## src/rtl/can_irq_agg.sv

```systemverilog
module can_irq_agg #(
  parameter int NOBJ = 4,
  localparam int AW = $clog2(NOBJ + 4),
  localparam int DW = (NOBJ > 7) ? NOBJ : 7
) (
  input  logic            clk,
  input  logic            rst_n,
  input  logic [NOBJ-1:0] ev_rx,
  input  logic [NOBJ-1:0] ev_tx,
  input  logic            ev_form_err,
  input  logic            ev_bit_err,
  input  logic            ev_stuff_err,
  input  logic [NOBJ-1:0] err_owner,
  input  logic            tx_active,
  input  logic            ev_buf_full,
  input  logic            ev_tmr_ovf,
  input  logic            wr_en,
  input  logic [AW-1:0]   wr_addr,
  input  logic [DW-1:0]   wr_data,
  input  logic [AW-1:0]   rd_addr,
  output logic [DW-1:0]   rd_data,
  output logic            can_irq,
  output logic            tmr_irq,
  output logic [NOBJ-1:0] obj_pend
);

  logic [6:0]      ctrl;
  logic [4:0]      gflg;
  logic [NOBJ-1:0] oien;
  logic [2:0]      ostat [NOBJ];
  logic [NOBJ-1:0] opend;
  logic            bit_dly;

  wire owned   = |err_owner;
  wire err_any = ev_form_err | ev_bit_err | ev_stuff_err;
  wire form_g  = ev_form_err & ~owned;

  wire [4:0] gset = {ev_tmr_ovf, ev_buf_full, ev_stuff_err & ~owned,
                     (ev_bit_err & ~owned) | bit_dly, form_g};
  wire [4:0] gclr = (wr_en && wr_addr == AW'(1)) ? wr_data[4:0] : 5'b0;

  always_ff @(posedge clk or negedge rst_n) begin
    if (!rst_n) begin
      ctrl    <= '0;
      oien    <= '0;
      gflg    <= '0;
      bit_dly <= 1'b0;
    end else begin
      if (wr_en && wr_addr == AW'(0)) ctrl <= wr_data[6:0];
      if (wr_en && wr_addr == AW'(2)) oien <= wr_data[NOBJ-1:0];
      gflg    <= gset | (gflg & ~gclr);
      bit_dly <= form_g & tx_active;
    end
  end

  for (genvar k = 0; k < NOBJ; k++) begin : g_obj
    wire [2:0] oset = {err_any & err_owner[k], ev_tx[k], ev_rx[k]};
    wire [2:0] oclr = (wr_en && wr_addr == AW'(4 + k)) ? wr_data[2:0] : 3'b0;
    always_ff @(posedge clk or negedge rst_n) begin
      if (!rst_n) ostat[k] <= '0;
      else        ostat[k] <= oset | (ostat[k] & ~oclr);
    end
    assign opend[k] = ctrl[0] & oien[k] & |(ostat[k] & ctrl[6:4]);
  end

  always_ff @(posedge clk or negedge rst_n) begin
    if (!rst_n) begin
      can_irq  <= 1'b0;
      tmr_irq  <= 1'b0;
      obj_pend <= '0;
    end else begin
      can_irq  <= ctrl[0] & ((ctrl[1] & |gflg[2:0]) | (ctrl[2] & gflg[3]) | |opend);
      tmr_irq  <= ctrl[3] & gflg[4];
      obj_pend <= opend;
    end
  end

  always_comb begin
    rd_data = '0;
    case (int'(rd_addr))
      0: rd_data[6:0]      = ctrl;
      1: rd_data[4:0]      = gflg;
      2: rd_data[NOBJ-1:0] = oien;
      3: rd_data[NOBJ-1:0] = opend;
      default: begin
        for (int k = 0; k < NOBJ; k++)
          if (int'(rd_addr) == 4 + k) rd_data[2:0] = ostat[k];
      end
    endcase
  end

  assert_sticky_R2: assert property (@(posedge clk) disable iff (!rst_n)
    |(gflg & ~gclr) |=> ((gflg & $past(gflg & ~gclr)) == $past(gflg & ~gclr)));

  assert_event_wins_R3: assert property (@(posedge clk) disable iff (!rst_n)
    ev_buf_full |=> gflg[3]);

  assert_global_gate_R4: assert property (@(posedge clk) disable iff (!rst_n)
    !ctrl[0] |=> !can_irq);

  assert_timer_line_R6: assert property (@(posedge clk) disable iff (!rst_n)
    tmr_irq |-> $past(ctrl[3] & gflg[4]));

  assert_pend_enabled_R7: assert property (@(posedge clk) disable iff (!rst_n)
    |obj_pend |-> ((obj_pend & ~$past(oien)) == '0));

  assert_owned_route_R8: assert property (@(posedge clk) disable iff (!rst_n)
    (err_any && owned && !bit_dly) |=> ((gflg[2:0] & ~$past(gflg[2:0])) == 3'b0));

  assert_double_irq_R9: assert property (@(posedge clk) disable iff (!rst_n)
    (ev_form_err && !owned && tx_active) |=> bit_dly ##1 gflg[1]);

endmodule

```

## config.mk

```make
export PLATFORM = sky130hd
export DESIGN_NAME = can_irq_agg
export DESIGN_NICKNAME = d
export VERILOG_FILES = /design/src/rtl/can_irq_agg.sv
export SDC_FILE = /design/constraint.sdc
export NUM_CORES = 1
export LEC_CHECK = 0
export BUFFER_PORTS_ARGS = -buffer_cell sky130_fd_sc_hd__buf_4
export CAP_MARGIN = 5
export CORE_ASPECT_RATIO = 1.75
export CORE_UTILIZATION = 50
export DETAILED_ROUTE_END_ITERATION = 10
export PLACE_DENSITY = 0.79
export REMOVE_ABC_BUFFERS = 1
export SYNTH_ARGS = -nofsm -noshare
export SYNTH_HDL_FRONTEND = slang
export SYNTH_SLANG_ARGS = --single-unit
```

## constraint.sdc

```tcl
create_clock -name clk -period 1.6 [get_ports clk]
set_input_delay 0.24 -clock clk [delete_from_list [all_inputs] [get_ports clk]]
set_output_delay 0.24 -clock clk [all_outputs]
set_load 0.02 [all_outputs]
```

==> reports/metrics.cfg, run 1 <==
[timing]
setup_viol=5
fin_crit_sh_pct=119
rsz0062_at_grt=yes
maxSlewHeadroom_pct=56.1
layout_min_cycle_time_ns=1.90
layout_setup_ws_ns=-0.301
max_freq_mhz=526
timing_worst_slew_pin_value_ns=0.652
finalClockSkew_ns=0.00382
hold_viol_final=0
slew_viol_final=0

[grt]
antenna_found_initial=0
grt_max_degree=36
grtUsageTotal_pct=27.3
gr-total-overflow=0
grt_pass1_vias=1453
grt_pass1_wl_um=6890

[finish]
seq_area_um2=876
nFillCells=257
fin_util_pct=72.7
drive_above_1_share_pct=42.3
multiInputGateArea_um2=791
syn_to_final_growth_pct=37.1
nets=241
n_antenna_cell=0

[clock_network]
path_clk_slew_ns=0.07
cts_root_buf=clkbuf_8
cts_buffer_depth=2
clock-sinks=35
clkLatencyLatePin_ns=0.28
numCtsBuffers=5
cts_tree=built
cts_max_level=2

[worst_hold_path]
hp-class=in -> reg

[detailed_routing]
avgRoutedWirePerCell_um=17.1
viasPerCell=5.88
first_pass_iters=4
ant_nets=0
drtIter0Drc=81
vias=1477
drc=0
finalWirelength_um=4300

[critical_path]
crit_fanout=2
worstPathRequired_ns=1.36
reg2reg_from=ctrl[5]$_DFFE_PN0P_
r2r_slack_ns=-0.08
crit_type=reg -> out
crit_start=ostat[1]$_DFF_PN0_
r2r_cells=5
rr_endpoint=can_irq$_DFF_PN0_
crit_end=rd_data[3]
start_kind=flip-flop
end_kind=output port
crit_arrival_ns=1.66

[pwr]
power.net_switching_uw=677
switching_share_pct=27.9
p_leak_uw=0.00101
p_comb_share_pct=26.2
ir_worst_vdd_mv=0.775
power.density_mw_per_mm2=1050
clockPowerShare_pct=28.4
p_int_uw=1740
seqPwrFrac_pct=45.4

[place]
hpwl_um=3270
dpl_worst_slack_ns=-0.0337
place.gp.congestion=0.932
port_buffers=46

[floorplanning]
die_y_um=78.7
start_util_pct=53.0
die-area_mm2=0.00361
io_pins=47
coreArea_mm2=0.00318
rows=27
die_width_um=45.9

[synth]
syn_area_per_cell_um2=12.0
synth_top_family_by_area=simple AND/OR/NAND/NOR gates
synth-seq-cells=35
yosysSeqAreaShare_pct=52.0
ys_dominant_reg_cell=dfrtp_1
synth-edff-count=0
synth_compound_area_share_pct=15.9
synth-xor-area-share_pct=0
synth_area_mm2=0.00168
yosys.area_share.simple_pct=16.7
synth_cells=140
ys_warn_count=0
async_flop_share_pct=100
synthMuxAreaShare_pct=14.4
ys_types=35
yosys.area_share.adder_pct=0

[status]
violations=negative setup slack
outcome=finished, violations left

[job]
maxCapViolCount=0

-- power groups by stage --
stage / clock, uW / sequential [uW] / combinational [uW]
2_1_floorplan: 0 / 1140 / 251
3_3_place_gp: 0 / 1110 / 570
3_5_place_dp: 0 / 1110 / 588
4_1_cts: 696 / 1100 / 612
5_1_grt: 738 / 1110 / 685
6_report: 687 / 1100 / 635
-- per-layer routing --
metal,vias up,wire [um],global-route usage [%]
li1,671,-,-
met1,715,1570,33.3
met2,69,2290,43.2
met3,22,226,5.45
met4,0,199,15.0
met5,-,0,0
-- logic make-up after synthesis --
group,after synthesis
compound gates,32
buf+inv,4
flops,35
mux,19
simple gates,50
-- area by class of cell --
type / count / share of cell area [%]
inverters: 2 / 0.325
multi-input cells: 101 / 34.3
repair buffers: 62 / 20.8
flip-flops and latches: 35 / 38.0
well taps: 43 / 2.33
clock buffers: 8 / 4.34
-- placed cells by master (no fill, tap or decap), drive strengths merged --
master and instances:
buf 61, dfrtp 35, nand2 24, mux2 12, a21o 10, clkbuf 8
nor2 6, a22o 6, a222oi 4, mux2i 4, or3 3, mux4 3
nor3 3, and2 3, inv 2, a2bb2oi 2, a31oi 2, and4b 2
and4bb 2, nor2b 1, o221ai 1, o22a 1, and4 1, nor4bb 1
nor4 1, a221o 1, nor3b 1, o21ai 1, o221a 1, and3 1
o31ai 1, o211ai 1, o41a 1, nor4b 1, dlygate4sd3 1
-- critical path, stage by stage (launching register included) --
cell and delay, ns:
dfrtp_1 0.39, a222oi_1 0.36, buf_4 0.18, nor3b_1 0.04, o221a_2 0.28, buf_6 0.13
-- cells in the mapped netlist, types with 2 or more instances --
| master | number | area (um^2) |
|---|---|---|
| a21o_1 | 10 | 75.1 |
| a222oi_1 | 4 | 40.0 |
| a22o_1 | 6 | 52.6 |
| a2bb2oi_1 | 2 | 17.5 |
| a31oi_1 | 2 | 12.5 |
| and2_1 | 2 | 12.5 |
| and4b_1 | 2 | 20.0 |
| and4bb_2 | 2 | 25.0 |
| dfrtp_1 | 35 | 876 |
| inv_1 | 2 | 7.51 |
| mux2_2 | 12 | 135 |
| mux2i_1 | 4 | 40.0 |
| mux4_2 | 3 | 67.6 |
| nand2_1 | 24 | 90.1 |
| nor2_1 | 6 | 22.5 |
| nor3_1 | 3 | 15.0 |
| or3_1 | 3 | 18.8 |
-- worst min path at each step --
stage                      from             endpoint  slack [ns]  cells past startpoint
floorplan                 rst_n    bit_dly$_DFF_PN0_       -0.06                      0
global placement          rst_n    gflg[3]$_DFF_PN0_        0.21                      1
detailed placement        rst_n  ctrl[3]$_DFFE_PN0P_        0.21                      1
CTS                    ev_rx[2]   ostat[3]$_DFF_PN0_        0.13                      2
global route           ev_rx[1]   ostat[6]$_DFF_PN0_        0.12                      2
finish              ev_buf_full    gflg[3]$_DFF_PN0_        0.13                      2
-- registers in the layout (all words and copies together) (netlist names) --
register	cells
ctrl	7
ostat	12
obj_pend	4
can_irq	1
tmr_irq	1
bit_dly	1
gflg	5
oien	4
-- per-stage QoR --
stage / TNS, ns / std cells / area, um^2 / total power, uW / hold slack [ns]
floorplan: 0 / 138 / 1670 / 1390 / -0.0556
global placement: -0.00988 / 238 / 2160 / 1680 / 0.206
detailed placement: -0.0777 / 238 / 2160 / 1700 / 0.211
CTS: -1.18 / 249 / 2280 / 2410 / 0.126
global route: -1.60 / 251 / 2310 / 2540 / 0.124
finish: -1.19 / 251 / 2310 / 2420 / 0.131
-- timing repair --
item	4_1_cts	5_1_grt
gates resized for setup	1	2
endpoints found under the hold margin	35	0
buffers inserted	2	2
hold buffers	1	0
endpoints found under the setup margin	5	5
pin swaps	7	7
Note: power is estimated with default switching activity, not from simulation.
==> inputs of run 2 (changes only) <==
--- a/config.mk
+++ b/config.mk
@@ -5,12 +5,13 @@
 export SDC_FILE = /design/constraint.sdc
 export NUM_CORES = 1
 export LEC_CHECK = 0
+export ABC_AREA = 1
 export BUFFER_PORTS_ARGS = -buffer_cell sky130_fd_sc_hd__buf_4
 export CAP_MARGIN = 5
 export CORE_ASPECT_RATIO = 1.75
 export CORE_UTILIZATION = 50
 export DETAILED_ROUTE_END_ITERATION = 10
-export PLACE_DENSITY = 0.79
+export PLACE_DENSITY = 0.78
 export REMOVE_ABC_BUFFERS = 1
 export SYNTH_ARGS = -nofsm -noshare
 export SYNTH_HDL_FRONTEND = slang
==> reports/metrics.cfg, run 2 <==
[finish]
syn_to_final_growth_pct=33.2
stdcell_count=348
largest_reg_flops=12
seq_area_um2=881
fin_area_mm2=0.00245
mostFrequentLayoutCells=67 x nand2_1, 49 x buf_4, 41 x inv_1
top_regs=ostat x12, ctrl x7, gflg x5
nFillCells=297
nets=336
top_register=ostat
n_antenna_cell=0
drive_above_1_share_pct=29.0
final_common_cell=nand2_1
multiInputGateArea_um2=800

[detailed_routing]
first_pass_iters=4
finalWirelength_um=4530
avgRoutedWirePerCell_um=13.0
vias=1801
drtIter0Drc=40
ant_nets=0
drc=0
viasPerCell=5.18

[timing]
rsz0062_at_grt=yes
layout_min_cycle_time_ns=1.62
timing_worst_slew_pin_value_ns=0.462
maxSlewHeadroom_pct=69.1
worst_hold_slack_ns=0.128
slew_viol_final=0
fin_crit_sh_pct=101
hold_viol_final=0
layout_setup_ws_ns=-0.0197
max_freq_mhz=617
setup_viol=1
finalClockSkew_ns=0.00851

[synth]
synth-edff-count=0
synth_area_mm2=0.00184
async_flop_share_pct=100
syn_area_per_cell_um2=7.50
synthTopCellsByArea=dfrtp_1 48%, nand2_1 15%, inv_1 8.4%
synth_commonest_cells=75 x nand2_1, 41 x inv_1, 35 x dfrtp_1, 25 x nor2_1, 23 x o21ai_0
synth-seq-cells=35
ys_warn_count=0
ys_types=21
synth.most_common_cell=nand2_1
yosysSeqAreaShare_pct=47.7
synth_cells=245
synth_top_area_share_pct=47.7
ys_dominant_reg_cell=dfrtp_1
yosys.area.top_type=dfrtp_1

[clock_network]
numCtsBuffers=5
clock-sinks=35
clkLatencyLatePin_ns=0.29
cts_root_buf=clkbuf_8
cts_max_level=2
cts_buffer_depth=2
path_clk_slew_ns=0.07
cts_tree=built

[critical_path]
crit_fanout=5
reg2reg_from=ctrl[5]$_DFFE_PN0P_
end_kind=output port
crit_arrival_ns=1.38
r2r_cells=11
rr_endpoint=can_irq$_DFF_PN0_
crit_type=reg -> out
worstPathRequired_ns=1.36
start_kind=flip-flop
r2r_slack_ns=0.08

[floorplanning]
die-area_mm2=0.00393
die_width_um=47.8
die_y_um=82.2
rows=28
start_util_pct=53.5
io_pins=47
coreArea_mm2=0.00343

[pwr]
power.net_switching_uw=716
ir_worst_vdd_mv=1.01
finalPower_uw=2460
power.density_mw_per_mm2=1010
switching_share_pct=29.1
seqPwrFrac_pct=44.0
clockPowerShare_pct=33.1
p_int_uw=1750
p_comb_share_pct=22.9
p_leak_uw=0.00134

[place]
port_buffers=46
hpwl_um=3350
dpl.cell_count=332
place.gp.congestion=0.971
place_area_mm2=0.00220

[worst_hold_path]
hold_start=ev_tx[1]
hp-class=in -> reg
min_path_cells=3
min_to=ostat[7]$_DFF_PN0_

[grt]
grt_pass1_wl_um=7290
grt_pass1_vias=1688
grt_max_degree=36
antenna_found_initial=0
grtUsageTotal_pct=27.0
gr-total-overflow=0

[job]
maxCapViolCount=0

[status]
outcome=finished, violations left
violations=negative setup slack

[run 2: changes by cell type after synthesis, sizes merged, moves of 4 or more]
cell,previous run,this run
mux2,12,0
a22o,6,1
mux2i,4,0
nand4,0,7
nor2,6,26
nand2,24,75
nand3,0,14
a21o,10,0
inv,2,44
a222oi,4,0
o21ai,1,28
[run 2: per-layer routing]
metal | track usage (%) | share of wire (%) | vias up
li1 | - | - | 882
met4 | 18.9 | 5.3 | 0
met2 | 45.1 | 53 | 72
met3 | 4.78 | 3.9 | 17
met1 | 28.9 | 38 | 830
met5 | 0 | 0 | -
[run 2: area by class of cell]
type                            count  share of cell area (%)
Clock buffer                        6                    3.37
Clock inverter                      2                    1.43
Inverter                           44                    6.95
Multi-Input combinational cell    162                    32.7
Sequential cell                    35                    36.0
Tap cell                           45                    2.30
Timing Repair Buffer               54                    17.3
[run 2: stage by stage]
stage	setup WS [ns]	utilization (%)	TNS, ns
3_3_place_gp	0.177	64.1	0
4_1_cts	-0.0311	69.8	-0.0366
2_1_floorplan	0.478	-	0
3_5_place_dp	0.184	64.1	0
6_report	-0.0197	71.3	-0.0197
5_1_grt	-0.0770	71.3	-0.223
[run 2: kinds of logic (layout without fill, tap and decap cells)]
| kind of cell | after synthesis | in the layout | synth area share, % |
|---|---|---|---|
| compound gates | 34 | 34 | 9.74 |
| buf+inv | 48 | 106 | 11.4 |
| flops | 35 | 35 | 47.7 |
| simple gates | 128 | 128 | 31.2 |
[run 2: worst max path at each step]
stage	startpoint	end	slack [ns]	depth (start not counted)
final	ctrl[5]$_DFFE_PN0P_	rd_data[1]	-0.02	7
after global routing	ctrl[5]$_DFFE_PN0P_	rd_data[1]	-0.08	7
after CTS	ctrl[5]$_DFFE_PN0P_	rd_data[0]	-0.03	7
after detailed placement	rd_addr[1]	rd_data[3]	0.18	7
after global placement	rd_addr[1]	rd_data[3]	0.18	7
after floorplan	ctrl[4]$_DFFE_PN0P_	rd_data[2]	0.48	6
[run 2: critical path, stage by stage, from the launching register on]
cell	delay, ns
dfrtp_2	0.46
nand2_2	0.12
nand3_2	0.07
nand2_2	0.07
nor2_2	0.04
nor2_1	0.11
nand2_1	0.08
buf_6	0.13
[run 2: repair_timing]
item / 4_1_cts / 5_1_grt
resized for setup: 6 / 17
hold endpoints to repair: 35 / 0
pin swaps: 10 / 12
hold buffers: 1 / 0
buffers inserted: 6 / 1
setup endpoints to repair: 4 / 5
[run 2: power groups by stage]
| stage | Clock, uW | Sequential (uW) | Combinational, uW |
|---|---|---|---|
| final | 815 | 1080 | 564 |
| after global routing | 865 | 1100 | 630 |
| after CTS | 830 | 1070 | 532 |
| after detailed placement | 0 | 1090 | 486 |
| after global placement | 0 | 1090 | 483 |
| after floorplan | 0 | 1090 | 249 |
==> inputs of run 3 (changes only) <==
--- a/config.mk
+++ b/config.mk
@@ -13,6 +13,7 @@
 export DETAILED_ROUTE_END_ITERATION = 10
 export PLACE_DENSITY = 0.78
 export REMOVE_ABC_BUFFERS = 1
+export SKIP_CTS_REPAIR_TIMING = 1
 export SYNTH_ARGS = -nofsm -noshare
 export SYNTH_HDL_FRONTEND = slang
 export SYNTH_SLANG_ARGS = --single-unit
==> reports/metrics.cfg, run 3 (synthesis gave the netlist of run 2 again) <==
[status]
outcome=finished, violations left
violations=negative setup slack

[finish]
n_antenna_cell=0
nets=330
top_register=ostat
syn_to_final_growth_pct=28.6
stdcell_count=342
final_common_cell=nand2_1
top_regs=ostat x12, ctrl x7, gflg x5
drive_above_1_share_pct=24.2
largest_reg_flops=12
mostFrequentLayoutCells=71 x nand2_1, 46 x buf_4, 41 x inv_1

[critical_path]
crit_type=reg -> out
worstPathRequired_ns=1.36
end_kind=output port
start_kind=flip-flop
crit_chain=nand2_1, nand3_2, nand2_2, nor2_1, nor2_1, nand2_1, buf_4
slowest_delay_ns=0.45
crit_arrival_ns=1.44
crit_fanout=5
cp_slowest_cell=dfrtp_2

[floorplanning]
rows=28
start_util_pct=53.5
coreArea_mm2=0.00343
io_pins=47
die-area_mm2=0.00393
die_width_um=47.8
die_y_um=82.2

[timing]
setup_viol=3
hold_viol_final=0
layout_min_cycle_time_ns=1.68
timing_worst_slew_pin_value_ns=0.466
fin_crit_sh_pct=105
rsz0062_at_grt=yes
slew_viol_final=0
layout_setup_ws_ns=-0.0840
finalClockSkew_ns=0.00860
maxSlewHeadroom_pct=68.7
max_freq_mhz=594

[clock_network]
cts_buffer_depth=2
clkLatencyLatePin_ns=0.29
cts_max_level=2
cts_tree=built
numCtsBuffers=5
cts_root_buf=clkbuf_8
path_clk_slew_ns=0.07
clock-sinks=35

[detailed_routing]
finalWirelength_um=4360
drtIter0Drc=34
viasPerCell=5.06
drc=0
first_pass_iters=4
vias=1731
ant_nets=0
avgRoutedWirePerCell_um=12.7

[grt]
grt_pass1_vias=1618
gr-total-overflow=0
grt_pass1_wl_um=6970
antenna_found_initial=0
grtUsageTotal_pct=25.8
grt_max_degree=36

[place]
dpl.cell_count=332
dpl_worst_slack_ns=0.184
place.gp.congestion=0.971
port_buffers=46
hpwl_um=3350

[worst_hold_path]
hp-class=in -> reg

[pwr]
power.density_mw_per_mm2=1020
p_leak_uw=0.00131
ir_worst_vdd_mv=0.974

[job]
maxCapViolCount=0

-- run 3: cell types whose count changed in the layout (fill, tap and decap cells not counted) --
cell / previous run / this run
nor2_1: 22 / 25
dfrtp_2: 4 / 3
nand2_2: 8 / 4
dfrtp_1: 31 / 32
nand2_1: 67 / 71
buf_4: 49 / 46
nand3_1: 10 / 12
nor2_2: 4 / 1
buf_6: 4 / 1
nand3_2: 4 / 2
-- run 3: metal layers --
layer	vias up	GRT usage, %	share of wire (%)
li1	866	-	-
met1	802	27.5	38
met2	51	44.6	55
met3	12	4.57	3.6
met4	0	15.3	3.5
met5	-	0	0
-- run 3: cell type report --
class,instances,area (um^2)
fillers,323,1070
flip-flops and latches,35,880
multi-input cells,162,772
repair buffers,48,367
inverters,44,170
clock buffers,6,82.6
well taps,45,56.3
clock inverters,2,35.0
-- run 3: path summary, 6_finish.rpt --
check	startpoint	endpoint	slack, ns	depth (start not counted)
worst max-delay path	ctrl[5]$_DFFE_PN0P_	rd_data[2]	-0.08	7
worst min-delay path	ev_tx[1]	ostat[7]$_DFF_PN0_	0.13	3
worst max register to register	ctrl[5]$_DFFE_PN0P_	can_irq$_DFF_PN0_	0.51	6
worst min register to register	bit_dly$_DFF_PN0_	gflg[1]$_DFF_PN0_	0.44	1
max in group asynchronous	rst_n	ctrl[5]$_DFFE_PN0P_	0.85	2
min in group asynchronous	rst_n	obj_pend[3]$_DFF_PN0_	0.42	2
-- run 3: critical path, delay by kind of cell, from the launching register on --
kind / cells / cell delay [ns]
buf+inv: 1 / 0.15
simple gates: 6 / 0.55
flops: 1 / 0.45
-- run 3: report_power, final --
part	switching [uW]	internal (uW)
clock	314	504
sequential	90.4	989
combinational	291	221
total	695	1710
-- run 3: through the flow --
stage,total power (uW),TNS [ns],hold WS (ns),cell area (um^2),utilization [%]
2_1_floorplan,1340,0,-0.0556,1800,-
4_1_cts,2390,-0.151,-0.104,2320,67.5
6_report,2410,-0.132,0.125,2360,68.8
3_3_place_gp,1570,0,0.214,2200,64.1
3_5_place_dp,1580,0,0.212,2200,64.1
5_1_grt,2540,-0.380,0.141,2360,68.8
